## config.mk

```make
export PLATFORM = sky130hd
export DESIGN_NAME = pwm_rep_timer
export DESIGN_NICKNAME = d
export VERILOG_FILES = /design/src/rtl/pwm_rep_pkg.sv /design/src/rtl/pwm_counter.sv /design/src/rtl/rep_gate.sv /design/src/rtl/compare_bank.sv /design/src/rtl/pwm_rep_timer.sv
export SDC_FILE = /design/constraint.sdc
export NUM_CORES = 1
export LEC_CHECK = 0
export BUFFER_PORTS_ARGS = -buffer_cell sky130_fd_sc_hd__buf_2
export CORE_MARGIN = 4
export CORE_UTILIZATION = 50
export CTS_CLUSTER_DIAMETER = 120
export CTS_CLUSTER_SIZE = 14
export DETAILED_ROUTE_END_ITERATION = 8
export PLACE_DENSITY = 0.64
export SLEW_MARGIN = 20
export SYNTH_ARGS = -nofsm -noshare
export SYNTH_HDL_FRONTEND = slang
export SYNTH_SLANG_ARGS = --single-unit
```

## constraint.sdc

```tcl
create_clock -name clk -period 3.7 [get_ports clk]
set_clock_uncertainty 0.05 [all_clocks]
set_input_delay 1.11 -clock clk [delete_from_list [all_inputs] [get_ports clk]]
set_output_delay 1.11 -clock clk [all_outputs]
set_load 0.01 [all_outputs]
```

## src/rtl/pwm_rep_pkg.sv

```systemverilog
package pwm_rep_pkg;
    typedef enum logic [1:0] {
        CNT_IDLE = 2'd0,
        CNT_UP   = 2'd1,
        CNT_DOWN = 2'd2
    } cnt_state_t;

    localparam int CH_REF = 0;
    localparam int CH_U   = 1;
    localparam int CH_V   = 2;
    localparam int CH_W   = 3;
    localparam int N_CH   = 4;
endpackage

```

## src/rtl/pwm_counter.sv

```systemverilog
module pwm_counter
    import pwm_rep_pkg::*;
#(
    parameter int CNT_W = 12
) (
    input  logic             clk,
    input  logic             rst_n,
    input  logic             enable,
    input  logic             center_mode,
    input  logic [CNT_W-1:0] top,
    output logic [CNT_W-1:0] cnt,
    output logic             wrap,
    output logic             running
);
    localparam logic [CNT_W-1:0] ONE = CNT_W'(1);

    cnt_state_t       state, nstate;
    logic [CNT_W-1:0] ncnt;
    logic             mode_q, nmode;

    // state register
    always_ff @(posedge clk or negedge rst_n) begin
        if (!rst_n) begin
            state  <= CNT_IDLE;
            cnt    <= '0;
            mode_q <= 1'b0;
        end else begin
            state  <= nstate;
            cnt    <= ncnt;
            mode_q <= nmode;
        end
    end

    // transitions and wrap detection
    always_comb begin
        nstate = state;
        ncnt   = cnt;
        nmode  = mode_q;
        wrap   = 1'b0;
        unique case (state)
            CNT_IDLE: begin
                ncnt  = '0;
                nmode = center_mode;
                if (enable) nstate = CNT_UP;
            end
            CNT_UP: begin
                if (cnt >= top) begin
                    wrap = 1'b1;
                    if (mode_q) begin
                        nstate = CNT_DOWN;
                        ncnt   = (top == '0) ? '0 : top - ONE;
                    end else begin
                        ncnt = '0;
                    end
                end else begin
                    ncnt = cnt + ONE;
                end
            end
            CNT_DOWN: begin
                if (cnt == '0) begin
                    wrap   = 1'b1;
                    nstate = CNT_UP;
                    ncnt   = (top == '0) ? '0 : ONE;
                end else begin
                    ncnt = cnt - ONE;
                end
            end
            default: nstate = CNT_IDLE;
        endcase
        if (!enable) begin
            nstate = CNT_IDLE;
            ncnt   = '0;
            wrap   = 1'b0;
        end
    end

    // outputs
    always_comb running = (state != CNT_IDLE);
endmodule

```

## src/rtl/rep_gate.sv

```systemverilog
module rep_gate #(
    parameter int REP_W = 8
) (
    input  logic             clk,
    input  logic             rst_n,
    input  logic             wrap,
    input  logic             wr_rep,
    input  logic [REP_W-1:0] rep_data,
    output logic             update
);
    logic [REP_W-1:0] rep_reg, rep_cnt;

    always_ff @(posedge clk or negedge rst_n) begin
        if (!rst_n) begin
            rep_reg <= '0;
            rep_cnt <= '0;
        end else begin
            if (wr_rep) rep_reg <= rep_data;
            if (wrap) rep_cnt <= (rep_cnt == '0) ? rep_reg : rep_cnt - REP_W'(1);
        end
    end

    always_comb update = wrap && (rep_cnt == '0);
endmodule

```

## src/rtl/compare_bank.sv

```systemverilog
module compare_bank #(
    parameter int CNT_W = 12,
    parameter int N_CH  = 4
) (
    input  logic                       clk,
    input  logic                       rst_n,
    input  logic [N_CH-1:0]            wr_en,
    input  logic [CNT_W-1:0]           wr_data,
    input  logic                       update,
    output logic [N_CH-1:0][CNT_W-1:0] act
);
    for (genvar i = 0; i < N_CH; i++) begin : g_ch
        logic [CNT_W-1:0] pre;
        always_ff @(posedge clk or negedge rst_n) begin
            if (!rst_n) begin
                pre    <= '0;
                act[i] <= '0;
            end else begin
                if (wr_en[i]) pre <= wr_data;
                if (update) act[i] <= pre;
            end
        end
    end
endmodule

```

## src/rtl/pwm_rep_timer.sv

```systemverilog
module pwm_rep_timer
    import pwm_rep_pkg::*;
#(
    parameter int CNT_W = 12,
    parameter int REP_W = 8
) (
    input  logic             clk,
    input  logic             rst_n,
    input  logic             enable,
    input  logic             center_mode,
    input  logic             wr_ref,
    input  logic             wr_u,
    input  logic             wr_v,
    input  logic             wr_w,
    input  logic [CNT_W-1:0] wr_data,
    input  logic             wr_rep,
    input  logic [REP_W-1:0] rep_data,
    input  logic             irq_clr,
    output logic             pwm_u,
    output logic             pwm_v,
    output logic             pwm_w,
    output logic             upd_pulse,
    output logic             irq_flag
);
    localparam int N_PH = N_CH - 1;

    logic [N_CH-1:0][CNT_W-1:0] act;
    logic [CNT_W-1:0]           cnt;
    logic                       wrap, running, update;
    logic [N_PH-1:0]            pwm;

    pwm_counter #(.CNT_W(CNT_W)) u_cnt (
        .clk(clk), .rst_n(rst_n), .enable(enable), .center_mode(center_mode),
        .top(act[CH_REF]), .cnt(cnt), .wrap(wrap), .running(running)
    );

    rep_gate #(.REP_W(REP_W)) u_rep (
        .clk(clk), .rst_n(rst_n), .wrap(wrap), .wr_rep(wr_rep),
        .rep_data(rep_data), .update(update)
    );

    compare_bank #(.CNT_W(CNT_W), .N_CH(N_CH)) u_bank (
        .clk(clk), .rst_n(rst_n), .wr_en({wr_w, wr_v, wr_u, wr_ref}),
        .wr_data(wr_data), .update(update), .act(act)
    );

    for (genvar p = 0; p < N_PH; p++) begin : g_ph
        assign pwm[p] = running && (cnt < act[p+1]);
    end

    assign pwm_u = pwm[CH_U-1];
    assign pwm_v = pwm[CH_V-1];
    assign pwm_w = pwm[CH_W-1];

    always_ff @(posedge clk or negedge rst_n) begin
        if (!rst_n) begin
            upd_pulse <= 1'b0;
            irq_flag  <= 1'b0;
        end else begin
            upd_pulse <= update;
            irq_flag  <= update | (irq_flag & ~irq_clr);
        end
    end
endmodule

```

==> flow_summary.json <==
{
  "outcome": "finished clean",
  "fin_ws_ns": 0.212,
  "grt_pass1_vias": 5199,
  "grt_pass1_wl_um": 27500,
  "syn_area_mm2": 0.00721,
  "critPathCaptureType": "primary output",
  "start_util": 0.516,
  "port_buffers": 34,
  "finalMaxSlewViolations": 0,
  "layout_commonest_cell": "dfrtp_1",
  "post-place-cells": 855,
  "final_area_mm2": 0.00826,
  "grt_max_degree": 53,
  "htree_levels": 4,
  "met3_usage": 0.0529,
  "die_x_um": 128,
  "firstDrtPassIters": 6,
  "clock-sinks": 129,
  "placed_cell_area_mm2": 0.00761,
  "ir_drop_mv": 0.397,
  "clk_path_buf_depth": 2,
  "ios": 35,
  "drc": 0,
  "place_ws_ns": 0.484,
  "synth_top_area_cell": "dfrtp_1",
  "cts_buffers": 17,
  "area_growth_pct": 14.5,
  "syn_nets": 736,
  "fmax_ghz": 0.287,
  "period_share": 0.943,
  "die_height_um": 128,
  "period_minus_slack_ns": 3.49,
  "core_area_mm2": 0.0140,
  "grt.total_usage": 0.216,
  "cts-root-buf": "clkbuf_16",
  "avgRoutedWirePerCell_um": 18.8,
  "vias_per_cell": 5.75,
  "totalWireLength_um": 16700,
  "postSynthCellCount": 650,
  "synth_area_per_cell_um2": 11.1,
  "grt_use_met1": 0.286,
  "startpoint_type": "flip-flop",
  "p_leak_uw": 0.00384,
  "synth_flop_cell": "dfrtp_1",
  "yosysSeqAreaShare": 0.448,
  "die-area_mm2": 0.0164,
  "clk_pin_slew_ns": 0.05,
  "clk_latency_ns": 0.41,
  "rsz0062_at_grt": "no",
  "critPathRequiredTime_ns": 2.54,
  "holdBufCountCts": 0,
  "slew_headroom": 0.518,
  "cts_tree": "done",
  "drtIter0Drc": 301,
  "vias": 5102,
  "dp.final_hpwl_um": 12000,
  "yosys_register_bits": 129,
  "async_flop_share": 1.00,
  "synth_cell_types": 54,
  "insertedDiodeCount": 0,
  "rows": 43,
  "grt-ovfl-total": 0,
  "synth_warnings": 0,
  "routabilityCongestion": 1.01,
  "yosys-top-cells-area": "dfrtp_1 (45%), mux2_2 (14%), ha_1 (9.7%)",
  "antenna_found_initial": 0,
  "p_per_area_mw_per_mm2": 669,
  "mostFrequentLayoutCells": "dfrtp_1 (127), mux2_2 (88), inv_1 (59)",
  "fin_cells": 887,
  "worst_slew_pin_slew_ns": 0.723,
  "gr-usage-met2": 0.340,
  "drive_gt1_frac": 0.270,
  "yosysTopAreaCellShare": 0.448,
  "multiInputGateArea_mm2": 0.00363,
  "path_class": "reg -> out",
  "hold_viol": 0,
  "fillCellCount": 1195,
  "holdCritPathClass": "reg -> reg",
  "busiest_layer": "met2",
  "ant_nets": 0,
  "finalSetupViolCount": 0,
  "nets": 780,
  "setup_tns_ns": 0,
  "reg_top3": "u_bank.act x48, u_bank.g_ch.pre x48, u_cnt.cnt x12",
  "cp.arrival_ns": 2.33,
  "critPathMaxFanout": 5,
  "max-cap-violations": 0,
  "ff_latch_area_mm2": 0.00323,
  "synth_edf_count": 0
}
[cell type report]
cell class	count	area share
sequential	129	0.391
tap	180	0.0273
clock buffer	18	0.0532
timing repair buffer	52	0.0388
multi-input combinational	435	0.440
inverter	59	0.0268
clock inverter	14	0.0227
[what timing repair did]
action                                  4_1_cts  5_1_grt
hold endpoints to repair                      0        0
buffers inserted                              0        0
resized for setup                             0        7
endpoints found under the setup margin        0        2
[power by group]
group	total [µW]	switching, µW	internal, µW
clock network	1770	630	1140
logic	1940	1120	820
registers	1810	182	1630
total	5520	1930	3590
[cells by family after synthesis]
kind of cell	count (synthesis)	synth area share
AO/OA/AOI/OAI	115	0.106
XOR/XNOR	20	0.0243
adder cells (fa/ha/maj)	56	0.0971
buffers and inverters	86	0.0512
flip-flops	129	0.448
multiplexers	110	0.175
AND/OR/NAND/NOR	134	0.0990
[synth_stat cells, types with 8 or more instances]
cell and count:
ha_1 56, xnor2_1 19, mux2_1 10, nor3_1 11, clkbuf_1 12, nand4_1 11
a211oi_1 8, nand2_1 38, inv_1 59, a31oi_1 11, o21ai_0 23, dfrtp_1 129
a21o_1 15, nand3_1 14, nor2_1 22, a21oi_1 29, mux2_2 88, mux2_4 8
[critical path, cell delays in order (launching register included)]
cell	delay, ns
dfrtp_1	0.43
ha_1	0.30
a21o_1	0.16
a21o_1	0.18
a2111oi_2	0.35
o21ai_1	0.11
a211oi_2	0.21
buf_2	0.17
[path summary, 6_finish.rpt]
path                       slack [ns]          endpoint  cells past startpoint                  start
setup / recovery                 0.21             pwm_w                      7           u_cnt.cnt[1]
hold / removal                   0.43     u_bank.act[0]                      1  u_bank.g_ch[0].pre[0]
setup reg to reg                 0.76    u_bank.act[36]                     10           u_cnt.cnt[0]
hold reg to reg                  0.43     u_bank.act[0]                      1  u_bank.g_ch[0].pre[0]
max in group asynchronous        2.18  u_rep.rep_cnt[5]                      2                  rst_n
min in group asynchronous        0.66    u_bank.act[41]                      1                  rst_n
[stage by stage]
stage,util,power [µW],hold slack [ns]
5_1_grt,0.590,5860,0.450
4_1_cts,0.589,5510,0.437
6_report,0.590,5520,0.432
3_5_place_dp,0.544,3710,0.425
3_3_place_gp,0.544,3670,0.413
2_1_floorplan,-,3170,0.404
[layer usage]
metal  up-vias  share of wire
li1       2423              -
met1      2515           0.45
met2       128           0.47
met3        36          0.044
met4         0          0.034
met5         -              0
Power figures use the tool's default switching activity.
